## src/rtl/req_tracker.sv

```systemverilog
module req_tracker #(
  parameter int ADDR_W    = 32,
  parameter int BLK_BYTES = 64,
  parameter int RD_N      = 4,
  parameter int WR_N      = 4,
  parameter int MAX_OUT   = 6,
  parameter int THRESH    = 64,
  parameter int TIME_W    = 16,
  parameter int ID_W      = 16,
  parameter int CNT_W     = 16,
  localparam int OFS_W    = $clog2(BLK_BYTES),
  localparam int LINE_W   = ADDR_W - OFS_W
) (
  input  logic              clk,
  input  logic              rst_n,
  input  logic              req_valid,
  input  logic [2:0]        req_type,
  input  logic [ADDR_W-1:0] req_addr,
  input  logic [OFS_W:0]    req_len,
  input  logic [TIME_W-1:0] now,
  input  logic              rd_done,
  input  logic [LINE_W-1:0] rd_done_line,
  input  logic              wr_done,
  input  logic [LINE_W-1:0] wr_done_line,
  output logic              rsp_accept,
  output logic              rsp_alias,
  output logic              rsp_full,
  output logic              rsp_span_err,
  output logic [ID_W-1:0]   rsp_id,
  output logic              deadlock,
  output logic              proto_err,
  output logic [CNT_W-1:0]  stall_rd_rd,
  output logic [CNT_W-1:0]  stall_rd_wr,
  output logic [CNT_W-1:0]  stall_wr_rd,
  output logic [CNT_W-1:0]  stall_wr_wr
);

  localparam int RD_IW = (RD_N > 1) ? $clog2(RD_N) : 1;
  localparam int WR_IW = (WR_N > 1) ? $clog2(WR_N) : 1;
  localparam int OUT_W = $clog2(RD_N + WR_N + 1);
  localparam int WD_W  = $clog2(THRESH + 1);

  logic [RD_N-1:0]   rd_v, rd_hit, rd_kill, rd_old;
  logic [WR_N-1:0]   wr_v, wr_hit, wr_kill, wr_old;
  logic [LINE_W-1:0] rd_line [RD_N];
  logic [LINE_W-1:0] wr_line [WR_N];
  logic [TIME_W-1:0] rd_t [RD_N];
  logic [TIME_W-1:0] wr_t [WR_N];
  logic [RD_IW-1:0]  rd_slot;
  logic [WR_IW-1:0]  wr_slot;
  logic              rd_room, wr_room;

  logic [OUT_W-1:0]  cnt, cnt_nx;
  logic [ID_W-1:0]   id_q;
  logic              wd_on;
  logic [WD_W-1:0]   wd_cnt;
  logic              dead_q, perr_q;
  logic [CNT_W-1:0]  st_rr, st_rw, st_wr, st_ww;

  wire [LINE_W-1:0] req_line = req_addr[ADDR_W-1:OFS_W];
  wire to_wr  = (req_type >= 3'd2) && (req_type <= 3'd6);
  wire new_wr = (req_type == 3'd2) || (req_type == 3'd4) || (req_type == 3'd6);
  wire [OFS_W+1:0] span_end = {2'b00, req_addr[OFS_W-1:0]} + {1'b0, req_len};
  wire span_bad = span_end > (OFS_W+2)'(BLK_BYTES);
  wire blk_wr   = |wr_hit;
  wire any_hit  = blk_wr | (|rd_hit);
  wire no_room  = (cnt >= OUT_W'(MAX_OUT)) || (to_wr ? !wr_room : !rd_room);

  assign rsp_span_err = req_valid && span_bad;
  assign rsp_alias    = req_valid && !span_bad && any_hit;
  assign rsp_full     = req_valid && !span_bad && !any_hit && no_room;
  assign rsp_accept   = req_valid && !span_bad && !any_hit && !no_room;

  always_comb begin
    rd_hit = '0; rd_kill = '0; rd_old = '0; rd_room = 1'b0; rd_slot = '0;
    for (int i = RD_N - 1; i >= 0; i--) begin
      rd_hit[i]  = rd_v[i] && (rd_line[i] == req_line);
      rd_kill[i] = rd_v[i] && (rd_line[i] == rd_done_line);
      rd_old[i]  = rd_v[i] && ((now - rd_t[i]) >= TIME_W'(THRESH));
      if (!rd_v[i]) begin
        rd_room = 1'b1;
        rd_slot = RD_IW'(i);
      end
    end
  end

  always_comb begin
    wr_hit = '0; wr_kill = '0; wr_old = '0; wr_room = 1'b0; wr_slot = '0;
    for (int i = WR_N - 1; i >= 0; i--) begin
      wr_hit[i]  = wr_v[i] && (wr_line[i] == req_line);
      wr_kill[i] = wr_v[i] && (wr_line[i] == wr_done_line);
      wr_old[i]  = wr_v[i] && ((now - wr_t[i]) >= TIME_W'(THRESH));
      if (!wr_v[i]) begin
        wr_room = 1'b1;
        wr_slot = WR_IW'(i);
      end
    end
  end

  wire acc_rd = rsp_accept && !to_wr;
  wire acc_wr = rsp_accept && to_wr;
  wire rd_fin = rd_done && (|rd_kill);
  wire wr_fin = wr_done && (|wr_kill);
  wire stale  = (|rd_old) || (|wr_old);
  wire wd_hit = wd_on && (wd_cnt == '0);

  assign cnt_nx = cnt + OUT_W'(rsp_accept) - OUT_W'(rd_fin) - OUT_W'(wr_fin);

  always_ff @(posedge clk) begin
    if (!rst_n) begin
      rd_v <= '0;
      wr_v <= '0;
    end else begin
      for (int i = 0; i < RD_N; i++) begin
        if (rd_done && rd_kill[i]) rd_v[i] <= 1'b0;
        if (acc_rd && (rd_slot == RD_IW'(i))) rd_v[i] <= 1'b1;
      end
      for (int i = 0; i < WR_N; i++) begin
        if (wr_done && wr_kill[i]) wr_v[i] <= 1'b0;
        if (acc_wr && (wr_slot == WR_IW'(i))) wr_v[i] <= 1'b1;
      end
    end
  end

  always_ff @(posedge clk) begin
    for (int i = 0; i < RD_N; i++)
      if (acc_rd && (rd_slot == RD_IW'(i))) begin
        rd_line[i] <= req_line;
        rd_t[i]    <= now;
      end
    for (int i = 0; i < WR_N; i++)
      if (acc_wr && (wr_slot == WR_IW'(i))) begin
        wr_line[i] <= req_line;
        wr_t[i]    <= now;
      end
  end

  always_ff @(posedge clk) begin
    if (!rst_n) begin
      cnt    <= '0;
      id_q   <= '0;
      wd_on  <= 1'b0;
      wd_cnt <= '0;
      dead_q <= 1'b0;
      perr_q <= 1'b0;
      st_rr  <= '0;
      st_rw  <= '0;
      st_wr  <= '0;
      st_ww  <= '0;
    end else begin
      cnt <= cnt_nx;
      if (rsp_accept) id_q <= id_q + 1'b1;
      if ((rd_done && !(|rd_kill)) || (wr_done && !(|wr_kill))) perr_q <= 1'b1;
      if (wd_hit) begin
        if (stale) dead_q <= 1'b1;
        if (cnt_nx != '0) wd_cnt <= WD_W'(THRESH - 1);
        else              wd_on  <= 1'b0;
      end else if (wd_on) begin
        wd_cnt <= wd_cnt - 1'b1;
      end else if (rsp_accept) begin
        wd_on  <= 1'b1;
        wd_cnt <= WD_W'(THRESH - 1);
      end
      if (rsp_alias)
        case ({new_wr, blk_wr})
          2'b00:   st_rr <= st_rr + 1'b1;
          2'b01:   st_rw <= st_rw + 1'b1;
          2'b10:   st_wr <= st_wr + 1'b1;
          default: st_ww <= st_ww + 1'b1;
        endcase
    end
  end

  assign rsp_id      = id_q;
  assign deadlock    = dead_q;
  assign proto_err   = perr_q;
  assign stall_rd_rd = st_rr;
  assign stall_rd_wr = st_rw;
  assign stall_wr_rd = st_wr;
  assign stall_wr_wr = st_ww;

endmodule

```

## config.mk

```make
export PLATFORM = sky130hd
export DESIGN_NAME = req_tracker
export DESIGN_NICKNAME = d
export VERILOG_FILES = /design/src/rtl/req_tracker.sv
export SDC_FILE = /design/constraint.sdc
export NUM_CORES = 1
export LEC_CHECK = 0
export ABC_CLOCK_PERIOD_IN_PS = 7350
export BUFFER_PORTS_ARGS = -buffer_cell sky130_fd_sc_hd__clkbuf_2
export CORE_MARGIN = 5
export CORE_UTILIZATION = 40
export DETAILED_ROUTE_END_ITERATION = 12
export SETUP_SLACK_MARGIN = 0.02
export SYNTH_ARGS = -nofsm -noshare
export SYNTH_HDL_FRONTEND = slang
export SYNTH_SLANG_ARGS = --single-unit
```

## constraint.sdc

```tcl
create_clock -name clk -period 7.35 [get_ports clk]
set_clock_uncertainty 0.1 [all_clocks]
set_input_delay 0.3675 -clock clk [delete_from_list [all_inputs] [get_ports clk]]
set_output_delay 0.3675 -clock clk [all_outputs]
set_load 0.02 [all_outputs]
```

# Word level (Yosys, flattened, before mapping)
# Memories as Yosys holds them, arrays and structs flattened.
# Cells that the tools add are included.
[word_totals]
register_bits = 102
mem_bits_rw = 336
out_inout_bits = 86
memories = 4
word_cells = 282
[op_classes]
muxes = 93
n_eq_ne = 29
addsub = 18
magnitude_cmp = 12
reduce_logical = 106
n_bitwise = 2
[memory_table]
columns = ["name", "depth", "word_bits", "rd", "rd_ports_with_merged_regs", "write_ports", "line", "rtl"]
rows = [
  ["rd_line", 4, 26, 4, 0, 1, "45", "logic [LINE_W-1:0] rd_line [RD_N];"],
  ["wr_line", 4, 26, 4, 0, 1, "46", "logic [LINE_W-1:0] wr_line [WR_N];"],
  ["rd_t", 4, 16, 4, 0, 1, "47", "logic [TIME_W-1:0] rd_t [RD_N];"],
  ["wr_t", 4, 16, 4, 0, 1, "48", "logic [TIME_W-1:0] wr_t [WR_N];"],
]
[op_table]
columns = ["cell", "count"]
rows = [
  ["== test 26 bit", 16],
  ["2-to-1 mux 26 bit", 6],
  ["OR reduction 26 bit", 6],
  ["greater-or-equal comparator 16 x 7 -> 1 bit (second input constant)", 8],
  ["subtractor 16 bit", 8],
  ["2-to-1 mux 16 bit", 6],
  ["OR reduction 16 bit", 6],
  ["adder 16 x 1 -> 16 bit (second input constant)", 5],
  ["2-to-1 mux 1 bit", 57],
  ["logical AND 1 bit", 54],
  ["2-to-1 mux 2 bit", 20],
  ["2-to-1 mux 7 bit", 4],
  ["OR reduction 4 bit", 6],
  ["nonzero test 2 bit", 8],
  ["AND reduction 2 bit", 6],
  ["== test 2 bit (second input constant)", 5],
  ["adder 6 x 7 -> 8 bit", 1],
  ["> comparator 8 x 7 -> 1 bit (second input constant)", 1],
  ["zero test 1 bit", 8],
  ["subtractor 4 x 1 -> 4 bit", 2],
  ["zero test 7 bit", 1],
  ["subtractor 7 x 1 -> 7 bit (second input constant)", 1],
  ["== test 2 x 1 -> 1 bit (second input constant)", 3],
  ["== test 3 bit (second input constant)", 2],
  ["14 further kinds", 20],
]

# Depth between registers and ports, before layout
[logic_depth]
word_depth = 17
mapped_depth = 23
ltp_nobuf = 22

# Least setup slack after synthesis
# OpenSTA, ideal clock, no wires.
[synth_path]
kind = "input -> register"
from = "in req_addr[0]"
to = "mem wr_line[1][0] in the netlist's numbering, enable pin"
t_required_ns = 6.809
path_stages = 14
arrival_ns = 4.361
path_slack_ns = 2.448
path_cell_list = "ha_1 > inv_1 > fa_1 > xnor2_1 > nor3b_1 > nor4b_1 > o21ai_1 > o221ai_1 > a22o_4 > nand3_1 > inv_1 > buf_2 > nand3_1 > nor2_1"
[synth_between]
elab_chain_len = 14
word_cells_on_any_way = 28
classes_between = "1 x add/sub; 1 x order compare; 14 x mux; 12 x reduce/logical"
[synth_lines]
columns = ["element", "line", "rtl"]
rows = [
  ["start, declared", "18", "input logic [ADDR_W-1:0] req_addr,"],
  ["adder 6 x 7 -> 8 bit (*)", "63", "wire [OFS_W+1:0] span_end = {2'b00, req_addr[OFS_W-1:0]} + {1'b0, req_len};"],
  ["> comparator 8 x 7 -> 1 bit (*)", "64", "wire span_bad = span_end > (OFS_W+2)'(BLK_BYTES);"],
  ["zero test 1 bit (*)", "72", "assign rsp_accept = req_valid && !span_bad && !any_hit && !no_room;"],
  ["logical AND 1 bit (*) (3 in a row)", "72", ""],
  ["via rsp_accept", "25", "output logic rsp_accept,"],
  ["logical AND 1 bit (*)", "101", "wire acc_wr = rsp_accept && to_wr;"],
  ["logical AND 1 bit", "132", "if (acc_wr && (wr_slot == WR_IW'(i))) begin"],
  ["2-to-1 mux 1 bit", "132", ""],
  ["2-to-1 mux 1 bit (not written as such)", "133", "wr_line[i] <= req_line;"],
  ["OR reduction 26 bit (no source line)", "--", ""],
  ["2-to-1 mux 2 bit (no source line) / 2-to-1 mux 1 bit (equally long branches) (3 in a row)", "--", ""],
  ["end, declared", "46", ""],
]
# The timed path passes the listed nets; every way through them passes the cells marked *.

==> flow_summary.toml <==
[worst_setup_path]
slowest_delay_ns = 0.55
crit_required_ns = 7.75
critPathKind = "reg2reg"
cp-end-kind = "flop"
path_buf_inv = 2
crit_family = "simple AND/OR/NAND/NOR gates"
r2r_start = "rd_line[0][11]"
rrSetupSlack_ns = 2.26
crit_start = "rd_line[0][11]"
reg2regPathDepth = 19
critPathMaxFanout = 11
cp_num_cells = 19
cp_cell_sequence = "xnor2_1 > nand4_1 > or4_1 > nor4_1 > or4_1 > nor2_1 > nand3_1 > fa_1 > inv_1 > ha_1 > ha_1 > inv_1 > fa_1 > xor2_1 > nand4_1 > nand2_1 > nor4_1 > nor2_1 > a221oi_1"
r2r-end = "wd_cnt[4]"
cp_slowest_cell = "or4_1"
worstSetupStartpointType = "flop"
crit_arrival_ns = 5.49
crit_path_end = "wd_cnt[4]"

[sta]
fmax_mhz = 196
grt_setup_unrepaired = "false"
setup_viol = 0
maxSlewViolCount = 0
postLayoutSetupSlackWorst_ns = 2.26
slew_headroom_pct = 21.9
hold_violations = 0
worstMarginPinSlew_ns = 1.17
finalCriticalPeriod_ns = 5.09
fin_crit_sh_pct = 69.3
fin_setup_tns_ns = 0

[synthesis]
synth_area_um2 = 26500
synth_top_area_share_pct = 38.1
yosysTopAreaCell = "edfxtp_1"
yosysUniqueCellTypes = 76
ys_warn_count = 0
ys_ff_latch = 438
yosysSeqAreaShare_pct = 45.8
synth_area_per_cell_um2 = 10.4
synth_edf_count = 336
ys.flop_type = "edfxtp_1"
ys_async_sr_fraction_pct = 0
synthTopCellsByArea = "edfxtp_1 (38%), xnor2_1 (12%), dfxtp_1 (7.7%)"
syn_nets = 2810
synth_cells = 2548

[finish]
multiInputGateArea_um2 = 13400
final_util_pct = 45.8
area_growth_pct = 13.6
n_fill_cell = 6023
layout-drive-gt1-share_pct = 11.6
layout_common_cells = "xnor2_1 (361), edfxtp_1 (336), clkbuf_2 (199)"
seqCellArea_um2 = 12100
nets = 2996
diodes = 0
final_common_cell = "xnor2_1"
final_area_um2 = 30100

[routing]
wl_per_cell_um = 22.9
vias_per_cell = 5.74
drt_iter0_drc = 2026
drc = 0
dr.pass1.iters = 5
vias = 20900
drtAntennaViolNets = 0
wirelength_mm = 83.5

[clock_network]
root_buffer = "clkbuf_16"
cts_setup_buffers = 0
cts_tree = "done"
cts_buffer_depth = 3
cts.repair.resized = 0
cts_hold_buf = 0
cts.sinks = 438
cts_max_level = 2
cts.reportedPaths.clkPinSlew_ns = 0.06
numCtsBuffers = 52
clk_latency_ns = 0.61

[global_routing]
grt_pass1_wl_mm = 124
grt_antenna_before_repair = 0
grt_overflow = 0
grt_max_degree = 89
grt_usage_pct = 22.4
grt_pass1_vias = 19900

[placed_design]
routabilityCongestion = 0.999
place_area_um2 = 28300
dp_hpwl_mm = 60.8
io_buffers = 200
pre_cts_ws_ns = 1.80

[die]
row_count = 94
start_util_pct = 40.3
die_h_um = 267
die_area_um2 = 71500
core-area_um2 = 65700
dieWidth_um = 267
ios = 201

[power_and_ir_drop]
cellPowerDensity_nw_per_um2 = 205
ir_drop_mv = 0.188
p_leak_nw = 11.0
swShare_pct = 26.0
pwr-share-clk_pct = 43.5
switchingPower_mw = 1.60
pwr-share-comb_pct = 12.2
internal-power_mw = 4.56
p_seq_share_pct = 44.3

[outcome]
status = "finished clean"

[job]
maxCapViolations = 0

[min_path]
hold_path_class = "in2reg"
worst register-to-register path: cells and delay by family, from the launching register on:
kind,cells,cell delay (ns)
fa+ha+maj,4,1.12
flops,1,0.46
xor+xnor,2,0.44
compound gates,1,0.27
simple gates,10,2.49
buf+inv,2,0.12
kinds of logic (layout without fill, tap and decap cells):
kind of cell	count (synthesis)	in the layout	synth area share [%]
buffers and inverters	254	481	3.78
xor gates and xnor gates	486	486	16.1
and+or+nand+nor	788	788	16.1
muxes	19	19	0.732
AOI/OAI and AO/OA	416	416	10.3
adders and majority gates	147	147	7.25
DFF	438	438	45.8
synth_stat cells (all sizes together), types with 73 or more instances:
cell type  instances
a21oi             97
nor2             116
dfxtp            102
inv              174
edfxtp           336
nand4            168
xnor2            361
nand3             73
o21ai            117
nand2            127
xor2             125
ha               136
power by group through the flow:
stage	Combinational, mW	Sequential (mW)	Clock (mW)
2_1_floorplan	0.483	2.77	0
3_3_place_gp	0.730	2.78	0
3_5_place_dp	0.742	2.78	0
4_1_cts	0.746	2.73	2.74
5_1_grt	0.818	2.73	2.83
6_report	0.754	2.73	2.68
metrics by stage:
step / hold WS (ns) / power (mW) / std cells
after floorplan: 0.337 / 3.25 / 2548
after CTS: 0.0208 / 6.21 / 3639
after detailed placement: 0.356 / 3.52 / 3544
final: 0.0601 / 6.16 / 3639
after global placement: 0.348 / 3.51 / 3544
after global routing: 0.0499 / 6.38 / 3639
how the worst min path moves through the flow:
stage                    from   endpoint  cells after the start
floorplan           wd_cnt[6]  wd_cnt[6]                      1
finish                wr_done    wr_v[2]                      4
CTS                   wr_done    wr_v[2]                      4
global placement    wd_cnt[6]  wd_cnt[6]                      1
global route          wr_done    wr_v[2]                      4
detailed placement  proto_err  proto_err                      1
layer usage:
layer / routed length, µm / track usage (%) / vias up
met5: 0 / 0 / -
li1: - / - / 9715
met1: 37800 / 32.8 / 10100
met2: 36900 / 34.6 / 910
met3: 7160 / 4.58 / 122
met4: 1650 / 4.58 / 0
state kept, by name (all words and copies together) (netlist names), 16 cells and up:
name and count:
rd_t 64, rsp_id 16, stall_wr_rd 16, wr_t 64, stall_rd_rd 16, wr_line 104, stall_wr_wr 16, stall_rd_wr 16
rd_line 104
layout make-up:
type | instances | area share (%)
sequential | 438 | 40.3
clock inverter | 29 | 1.12
clock buffer | 66 | 4.74
inverter | 174 | 2.17
tap | 864 | 3.59
timing repair buffer | 212 | 3.62
multi-input combinational | 1856 | 44.5
(Power assumes the default switching activity.)
